### config.mk
export PLATFORM = sky130hd
export DESIGN_NAME = tmr_channel
export DESIGN_NICKNAME = d
export VERILOG_FILES = /design/src/rtl/tmr_pkg.sv /design/src/rtl/tmr_mode_reg.sv /design/src/rtl/tmr_edge_det.sv /design/src/rtl/tmr_core.sv /design/src/rtl/tmr_channel.sv
export SDC_FILE = /design/constraint.sdc
export NUM_CORES = 1
export LEC_CHECK = 0
export BUFFER_PORTS_ARGS = -buffer_cell sky130_fd_sc_hd__buf_2
export CAP_MARGIN = 20
export CORE_MARGIN = 2
export CORE_UTILIZATION = 55
export DETAILED_ROUTE_END_ITERATION = 8
export GPL_ROUTABILITY_DRIVEN = 0
export PLACE_DENSITY = 0.76
export SKIP_CTS_REPAIR_TIMING = 1
export SLEW_MARGIN = 20
export SYNTH_ARGS = -nofsm -noshare
export SYNTH_HDL_FRONTEND = slang
export SYNTH_HIERARCHICAL = 1
export SYNTH_SLANG_ARGS = --single-unit
### constraint.sdc
create_clock -name clk -period 4.2 [get_ports clk]
set_input_delay 0.42 -clock clk [delete_from_list [all_inputs] [get_ports clk]]
set_output_delay 0.42 -clock clk [all_outputs]
set_load 0.02 [all_outputs]
### src/rtl/tmr_pkg.sv
package tmr_pkg;

    localparam int TMR_W    = 16;
    localparam int CKS_W    = 2;
    localparam int PRE_N    = 1 << CKS_W;
    localparam int ADDR_W   = 2;

    localparam logic [TMR_W-1:0] ZERO_MASK = 16'h2030;
    localparam logic [TMR_W-1:0] LINK_MASK = 16'h0800;

    typedef enum logic [2:0] {
        MD_INTERVAL = 3'b000,
        MD_CAPTURE  = 3'b010,
        MD_EVENT    = 3'b011,
        MD_ONECNT   = 3'b100,
        MD_CAPONE   = 3'b110
    } tmr_mode_e;

    typedef enum logic [1:0] {
        EDGE_FALL  = 2'b00,
        EDGE_RISE  = 2'b01,
        EDGE_BOTH  = 2'b10,
        EDGE_WIDTH = 2'b11
    } edge_sel_e;

    typedef enum logic [ADDR_W-1:0] {
        AD_MODE = 2'b00,
        AD_DATA = 2'b01,
        AD_CNT  = 2'b10,
        AD_NONE = 2'b11
    } reg_addr_e;

    typedef struct packed {
        logic [CKS_W-1:0] clk_sel;   // 15:14
        logic             zero13;    // 13
        logic             fast_src;  // 12
        logic             link;      // 11
        logic [2:0]       spare;     // 10:8
        logic [1:0]       edge_sel;  // 7:6
        logic [1:0]       zero5_4;   // 5:4
        logic [2:0]       mode;      // 3:1
        logic             opt;       // 0
    } mode_reg_t;

    typedef struct packed {
        logic cap;
        logic start;
    } edge_evt_t;

    function automatic logic mode_legal(input logic [2:0] m);
        case (tmr_mode_e'(m))
            MD_INTERVAL, MD_CAPTURE, MD_EVENT, MD_ONECNT, MD_CAPONE: return 1'b1;
            default: return 1'b0;
        endcase
    endfunction

    function automatic logic mode_is_capture(input logic [2:0] m);
        return (tmr_mode_e'(m) == MD_CAPTURE) || (tmr_mode_e'(m) == MD_CAPONE);
    endfunction

endpackage

### src/rtl/tmr_mode_reg.sv
module tmr_mode_reg
    import tmr_pkg::*;
#(
    parameter bit LINK_EN = 1'b0
) (
    input  logic             clk,
    input  logic             rst,
    input  logic             wr,
    input  logic [TMR_W-1:0] wdata,
    output mode_reg_t        mode_q
);

    localparam logic [TMR_W-1:0] KEEP_MASK =
        LINK_EN ? ~ZERO_MASK : ~(ZERO_MASK | LINK_MASK);

    always_ff @(posedge clk) begin
        if (rst) begin
            mode_q <= '0;
        end else if (wr) begin
            mode_q <= mode_reg_t'(wdata & KEEP_MASK);
        end
    end

    // the stored mode field follows the written value one cycle later
    a_r2_mode_follows_write: assert property (@(posedge clk) disable iff (rst)
        wr |=> (mode_q.mode == $past(wdata[3:1])));

endmodule

### src/rtl/tmr_edge_det.sv
module tmr_edge_det
    import tmr_pkg::*;
#(
    parameter int SYNC_N = 2
) (
    input  logic      clk,
    input  logic      rst,
    input  logic      evt_in,
    input  logic [1:0] edge_sel,
    output edge_evt_t evt
);

    logic [SYNC_N-1:0] sync_q;
    logic              prev_q;
    logic              lvl;
    logic              rise;
    logic              fall;

    always_ff @(posedge clk) begin
        if (rst) begin
            sync_q <= '0;
            prev_q <= 1'b0;
        end else begin
            sync_q <= {sync_q[SYNC_N-2:0], evt_in};
            prev_q <= sync_q[SYNC_N-1];
        end
    end

    assign lvl  = sync_q[SYNC_N-1];
    assign rise = lvl & ~prev_q;
    assign fall = ~lvl & prev_q;

    always_comb begin
        evt = '0;
        case (edge_sel_e'(edge_sel))
            EDGE_FALL:  evt.cap = fall;
            EDGE_RISE:  evt.cap = rise;
            EDGE_BOTH:  evt.cap = rise | fall;
            EDGE_WIDTH: begin
                evt.cap   = fall;
                evt.start = rise;
            end
            default: evt = '0;
        endcase
    end

    // a single-direction edge never repeats on the next cycle
    a_r6_single_edge_pulse: assert property (@(posedge clk) disable iff (rst)
        (evt.cap && edge_sel != EDGE_BOTH) |=> (!evt.cap || edge_sel != $past(edge_sel)));

endmodule

### src/rtl/tmr_core.sv
module tmr_core
    import tmr_pkg::*;
(
    input  logic             clk,
    input  logic             rst,
    input  logic [2:0]       mode,
    input  logic             tick,
    input  edge_evt_t        evt,
    input  logic             start_trg,
    input  logic             mode_wr,
    input  logic             data_wr,
    input  logic [TMR_W-1:0] wdata,
    output logic [TMR_W-1:0] cnt_q,
    output logic [TMR_W-1:0] data_q,
    output logic             irq_q,
    output logic             tog_q,
    output logic             mode_err
);

    tmr_mode_e md;
    logic      legal;
    logic      start;
    logic      run_q;
    logic      cnt_zero;

    assign md       = tmr_mode_e'(mode);
    assign legal    = mode_legal(mode);
    assign mode_err = ~legal;
    assign start    = start_trg | evt.start;
    assign cnt_zero = (cnt_q == '0);

    always_ff @(posedge clk) begin
        if (rst) begin
            cnt_q  <= '0;
            data_q <= '0;
            run_q  <= 1'b0;
            irq_q  <= 1'b0;
            tog_q  <= 1'b0;
        end else begin
            irq_q <= 1'b0;
            if (data_wr) begin
                data_q <= wdata;
            end
            if (mode_wr) begin
                run_q <= 1'b0;
            end else if (legal) begin
                case (md)
                    MD_INTERVAL, MD_EVENT: begin
                        if (start) begin
                            cnt_q <= data_q;
                            run_q <= 1'b1;
                        end else if (run_q && ((md == MD_EVENT) ? evt.cap : tick)) begin
                            if (cnt_zero) begin
                                irq_q <= 1'b1;
                                tog_q <= ~tog_q;
                                cnt_q <= data_q;
                            end else begin
                                cnt_q <= cnt_q - 1'b1;
                            end
                        end
                    end
                    MD_ONECNT: begin
                        if (start && !run_q) begin
                            cnt_q <= data_q;
                            run_q <= 1'b1;
                        end else if (run_q && tick) begin
                            if (cnt_zero) begin
                                irq_q <= 1'b1;
                                tog_q <= ~tog_q;
                                run_q <= 1'b0;
                            end else begin
                                cnt_q <= cnt_q - 1'b1;
                            end
                        end
                    end
                    MD_CAPTURE: begin
                        if (start) begin
                            cnt_q <= '0;
                            run_q <= 1'b1;
                        end else if (run_q) begin
                            if (evt.cap) begin
                                data_q <= cnt_q;
                                cnt_q  <= '0;
                                irq_q  <= 1'b1;
                            end else if (tick) begin
                                cnt_q <= cnt_q + 1'b1;
                            end
                        end
                    end
                    MD_CAPONE: begin
                        if (start && !run_q) begin
                            cnt_q <= '0;
                            run_q <= 1'b1;
                        end else if (run_q) begin
                            if (evt.cap) begin
                                data_q <= cnt_q;
                                irq_q  <= 1'b1;
                                run_q  <= 1'b0;
                            end else if (tick) begin
                                cnt_q <= cnt_q + 1'b1;
                            end
                        end
                    end
                    default: run_q <= 1'b0;
                endcase
            end
        end
    end

    // a prohibited mode freezes the counter
    a_r2_illegal_holds: assert property (@(posedge clk) disable iff (rst)
        mode_err |=> $stable(cnt_q));

    // interval mode steps down by one per tick while nonzero
    a_r3_down_step: assert property (@(posedge clk) disable iff (rst)
        (run_q && md == MD_INTERVAL && !mode_wr && !start && tick && !cnt_zero)
        |=> (cnt_q == $past(cnt_q) - 1'b1));

    // capture mode steps up by one per tick without an edge
    a_r7_up_step: assert property (@(posedge clk) disable iff (rst)
        (run_q && md == MD_CAPTURE && !mode_wr && !start && !evt.cap && tick)
        |=> (cnt_q == $past(cnt_q) + 1'b1));

    // capture takes precedence over a bus write of the data register
    a_r8_capture_wins: assert property (@(posedge clk) disable iff (rst)
        (run_q && mode_is_capture(mode) && !mode_wr && !start && evt.cap && data_wr)
        |=> (data_q == $past(cnt_q)));

    // one-count expiry raises irq and stops the channel
    a_r9_oneshot_stops: assert property (@(posedge clk) disable iff (rst)
        (run_q && md == MD_ONECNT && !mode_wr && tick && cnt_zero)
        |=> (irq_q && !run_q));

    // a mode write leaves the channel idle
    a_r12_write_stops: assert property (@(posedge clk) disable iff (rst)
        mode_wr |=> !run_q);

endmodule

### src/rtl/tmr_channel.sv
module tmr_channel
    import tmr_pkg::*;
#(
    parameter bit LINK_EN = 1'b0,
    parameter int SYNC_N  = 2
) (
    input  logic              clk,
    input  logic              rst,
    input  logic [ADDR_W-1:0] bus_addr,
    input  logic              bus_wr,
    input  logic [TMR_W-1:0]  bus_wdata,
    output logic [TMR_W-1:0]  bus_rdata,
    input  logic [PRE_N-1:0]  pre_en,
    input  logic              start_trg,
    input  logic              evt_in,
    output logic              irq,
    output logic              tog_out,
    output logic              mode_err
);

    mode_reg_t        mode_q;
    edge_evt_t        evt;
    logic             mode_wr;
    logic             data_wr;
    logic             tick;
    logic [TMR_W-1:0] cnt_q;
    logic [TMR_W-1:0] data_q;

    assign mode_wr = bus_wr && (reg_addr_e'(bus_addr) == AD_MODE);
    assign data_wr = bus_wr && (reg_addr_e'(bus_addr) == AD_DATA);
    assign tick    = mode_q.fast_src | pre_en[mode_q.clk_sel];

    tmr_mode_reg #(.LINK_EN(LINK_EN)) u_mode (
        .clk    (clk),
        .rst    (rst),
        .wr     (mode_wr),
        .wdata  (bus_wdata),
        .mode_q (mode_q)
    );

    tmr_edge_det #(.SYNC_N(SYNC_N)) u_edge (
        .clk      (clk),
        .rst      (rst),
        .evt_in   (evt_in),
        .edge_sel (mode_q.edge_sel),
        .evt      (evt)
    );

    tmr_core u_core (
        .clk       (clk),
        .rst       (rst),
        .mode      (mode_q.mode),
        .tick      (tick),
        .evt       (evt),
        .start_trg (start_trg),
        .mode_wr   (mode_wr),
        .data_wr   (data_wr),
        .wdata     (bus_wdata),
        .cnt_q     (cnt_q),
        .data_q    (data_q),
        .irq_q     (irq),
        .tog_q     (tog_out),
        .mode_err  (mode_err)
    );

    always_comb begin
        case (reg_addr_e'(bus_addr))
            AD_MODE: bus_rdata = mode_q;
            AD_DATA: bus_rdata = data_q;
            AD_CNT:  bus_rdata = cnt_q;
            default: bus_rdata = '0;
        endcase
    end

    // reserved bits of the mode register never read as one
    a_r1_zero_bits: assert property (@(posedge clk) disable iff (rst)
        (reg_addr_e'(bus_addr) == AD_MODE) |-> ((bus_rdata & ZERO_MASK) == '0));

    // no interrupt while a prohibited mode is held
    a_r2_no_irq_illegal: assert property (@(posedge clk) disable iff (rst)
        (mode_err && $past(mode_err)) |-> !irq);

endmodule

==> reports/metrics.yaml <==
powerDensity_nw_per_um2: 320
place_hpwl_mm: 7.13
timing.reg2reg.setup_slack_ns: 1.15
syn-mean-instance-area_um2: 8.28
crit_chain: "inv_2 > ha_1 > nand2b_4 > a31oi_1 > mux2i_1 > a31oi_1 > o21ai_0 > a211oi_4 > buf_4 > nor2_1 > a211oi_1"
r2r_cells: 11
start_util_pct: 56.5
drc_errors: 0
grt_usage_pct: 28.3
drt_wl_total_mm: 10.5
holdPathStages: 2
drt-pass1-iter-count: 6
synth_enable_flop_cells: 0
final_antenna_net_count: 0
cp.required_ns: 4.42
clockPowerShare_pct: 22.5
io_pins: 46
first_iter_violations: 302
die_w_um: 87.3
cts_tree: "yes"
die_area_um2: 7620
p_seq_share_pct: 45.8
via_per_inst: 6.56
finalCritPeriodShare_pct: 72.6
path_buf_inv: 2
tns_ns: 0
netlist_instances: 461
p_sw_share_pct: 38.1
reg2reg_from: "u_edge/sync_q[1]$_SDFF_PP0_"
vias: 3646
finalHoldViolCount: 0
cts_root_buf: "clkbuf_8"
async_reset_ff_share_pct: 0
coreArea_um2: 6760
ir_drop_mv: 0.214
synth_top_area_cell: "dfxtp_1"
max_stage_delay_ns: 0.65
routedWlPerCell_um: 18.8
clock_tree.buffer_depth: 2
cp-start-kind: "flip-flop"
intPower_w: 0.000803
r2r-end: "u_core/cnt_q[11]$_SDFFE_PP0P_"
ys_seq_elements: 50
crit_type: "reg -> reg"
yosysMostFrequentCell: "nor2_1"
grt.overflow.total: 0
clkLatencyLatePin_ns: 0.32
regArea_um2: 1000
synthTopCellsByCount: "nor2_1 (59), dfxtp_1 (50), mux2i_1 (46)"
ys_seq_area_share_pct: 26.2
min_delay_worst_endpoint: "u_edge/sync_q[0]$_SDFF_PP0_"
grt_pass1_wl_mm: 17.0
drive_above_1_share_pct: 17.2
synthToLayoutAreaGrowth_pct: 6.20
status: "finished, final reports clean"
yosysWarnings: 6
crit_slowest_cell: "a211oi_4"
hold_path_class: "in -> reg"
diodes: 0
fin_hold_ws_ns: 0.310
grt_antenna_before_repair: 0
die_h_um: 87.3
rows: 30
path_delay_family: "compound AO/OA/AOI/OAI gates"
cts_htree_levels: 2
multi_input_area_um2: 2520
rsz0062_at_grt: "no"
clock_skew_ns: 0.0106
worstPathMaxFanout: 18
slew_viol_final: 0
synth_area_leaders: "dfxtp_1 (26%), mux2i_1 (12%), nor2_1 (5.8%), a211oi_1 (4.5%), xnor2_1 (3.9%)"
cts_sinks: 50
netlist_area_um2: 3810
fin_crit_ns: 3.05
relSlewSlack_pct: 36.5
setup_viol: 0
p_switching_w: 0.000494
cp_data_arrival_time_ns: 3.27
fillers: 623
pwr-share-comb_pct: 31.7
port_buffers: 45
maxCapViolCount: 0
power_leakage_nw: 1.50
synth.top_cell.area_share_pct: 26.2
synth_cell_types: 64
grt_max_degree: 51
cpMostUsedCell: "a31oi_1"
cts_made_buffers: 5
nNetsFinal: 511
endpoint_kind: "flip-flop"
hold_path.startpoint: "evt_in"
clkSlewWorstSetupHoldPaths_ns: 0.10
tightest_slew_ns: 0.953
ys.flop_type: "dfxtp_1"
grt_pass1_vias: 3329
fmax_mhz: 328
==> flip-flops by register name, indices dropped and copies added, names as in the netlist <==
name	flops
u_core/irq_q	1
u_edge/sync_q	2
u_core/cnt_q	16
u_edge/prev_q	1
u_core/tog_q	1
u_mode/mode_q	12
u_core/data_q	16
u_core/run_q	1
==> cell usage in the layout (no fill, tap or decap), types with 3 or more instances in the layout <==
| cell | netlist | routed |
|---|---|---|
| nor2_1 | 59 | 59 |
| dfxtp_1 | 50 | 50 |
| mux2i_1 | 46 | 46 |
| buf_2 | 14 | 45 |
| nand2_1 | 24 | 24 |
| a211oi_1 | 23 | 23 |
| xnor2_1 | 17 | 17 |
| o2bb2ai_1 | 16 | 16 |
| a21oi_1 | 16 | 16 |
| inv_1 | 14 | 14 |
| nor3_1 | 10 | 10 |
| buf_4 | 10 | 9 |
| nand3_1 | 8 | 8 |
| o21ai_0 | 8 | 8 |
| ha_1 | 8 | 8 |
| a221oi_1 | 7 | 7 |
| a311oi_1 | 7 | 7 |
| nor4_1 | 7 | 6 |
| nand4_1 | 6 | 6 |
| o211ai_1 | 6 | 6 |
| o22ai_1 | 6 | 6 |
| nor2b_1 | 5 | 5 |
| clkbuf_8 | 0 | 5 |
| a31oi_1 | 5 | 5 |
| xor2_1 | 5 | 5 |
| conb_1 | 1 | 4 |
| nand2b_1 | 3 | 3 |
| o221ai_1 | 3 | 3 |
| a222oi_1 | 3 | 3 |
==> layout make-up <==
type | count | area share, %
Inverter | 15 | 1.39
Sequential cell | 50 | 24.7
Multi-Input combinational cell | 350 | 62.1
Tap cell | 80 | 2.47
Timing Repair Buffer | 54 | 7.23
Clock buffer | 5 | 1.70
Clock inverter | 2 | 0.371
==> worst register-to-register path: stages (launching register included) <==
cell and delay, ns:
dfxtp_1 0.36, inv_2 0.04, ha_1 0.28, nand2b_4 0.14
a31oi_1 0.35, mux2i_1 0.13, a31oi_1 0.19, o21ai_0 0.15
a211oi_4 0.65, buf_4 0.35, nor2_1 0.07, a211oi_1 0.24
==> worst max path at each step <==
stage	startpoint	to	slack (ns)	cells past startpoint
after floorplan	u_edge/sync_q[1]$_SDFF_PP0_	u_core/cnt_q[15]$_SDFFE_PP0P_	1.89	11
after global placement	pre_en[1]	u_core/cnt_q[3]$_SDFFE_PP0P_	1.31	10
after detailed placement	u_edge/sync_q[1]$_SDFF_PP0_	u_core/cnt_q[12]$_SDFFE_PP0P_	1.25	11
after CTS	u_edge/sync_q[1]$_SDFF_PP0_	u_core/cnt_q[12]$_SDFFE_PP0P_	1.19	11
after global routing	u_edge/sync_q[1]$_SDFF_PP0_	u_core/cnt_q[3]$_SDFFE_PP0P_	0.84	11
final	u_edge/sync_q[1]$_SDFF_PP0_	u_core/cnt_q[11]$_SDFFE_PP0P_	1.15	11
==> routing by layer <==
metal  track usage (%)  share of wire (%)  up-vias
met5                 0                  0        -
met4              9.37                2.1        0
met3              3.89                7.0       23
met2              46.9                 47      172
met1              37.8                 44     1723
li1                  -                  -     1728
==> kinds of logic after synthesis <==
group           after synthesis  share of synthesized area, %
simple gates                146                          20.1
compound gates              121                          24.1
buf+inv                      64                          8.56
flops                        50                          26.2
mux                          49                          13.3
xor+xnor                     22                          5.05
fa+ha+maj                     8                          2.62
other cells                   1                        0.0983
==> power by group through the flow <==
stage	combinational (W)	sequential, W	clock, W
after CTS	0.000405	0.000593	0.000294
after floorplan	0.000384	0.000541	0
final	0.000411	0.000595	0.000291
after global placement	0.000391	0.000603	0
after detailed placement	0.000402	0.000604	0
after global routing	0.000453	0.000604	0.000306
==> through the flow <==
| stage | power, W | utilization (%) | setup WS, ns | std cells | instance area, um2 |
|---|---|---|---|---|---|
| 4_1_cts | 0.00129 | 60.0 | 1.19 | 556 | 4050 |
| 3_5_place_dp | 0.00101 | 58.7 | 1.25 | 549 | 3970 |
| 5_1_grt | 0.00136 | 60.0 | 0.842 | 556 | 4050 |
| 3_3_place_gp | 0.000994 | 58.7 | 1.31 | 549 | 3970 |
| 6_report | 0.00130 | 60.0 | 1.15 | 556 | 4050 |
| 2_1_floorplan | 0.000924 | - | 1.89 | 464 | 3830 |
Note: power is estimated with default switching activity, not from simulation.
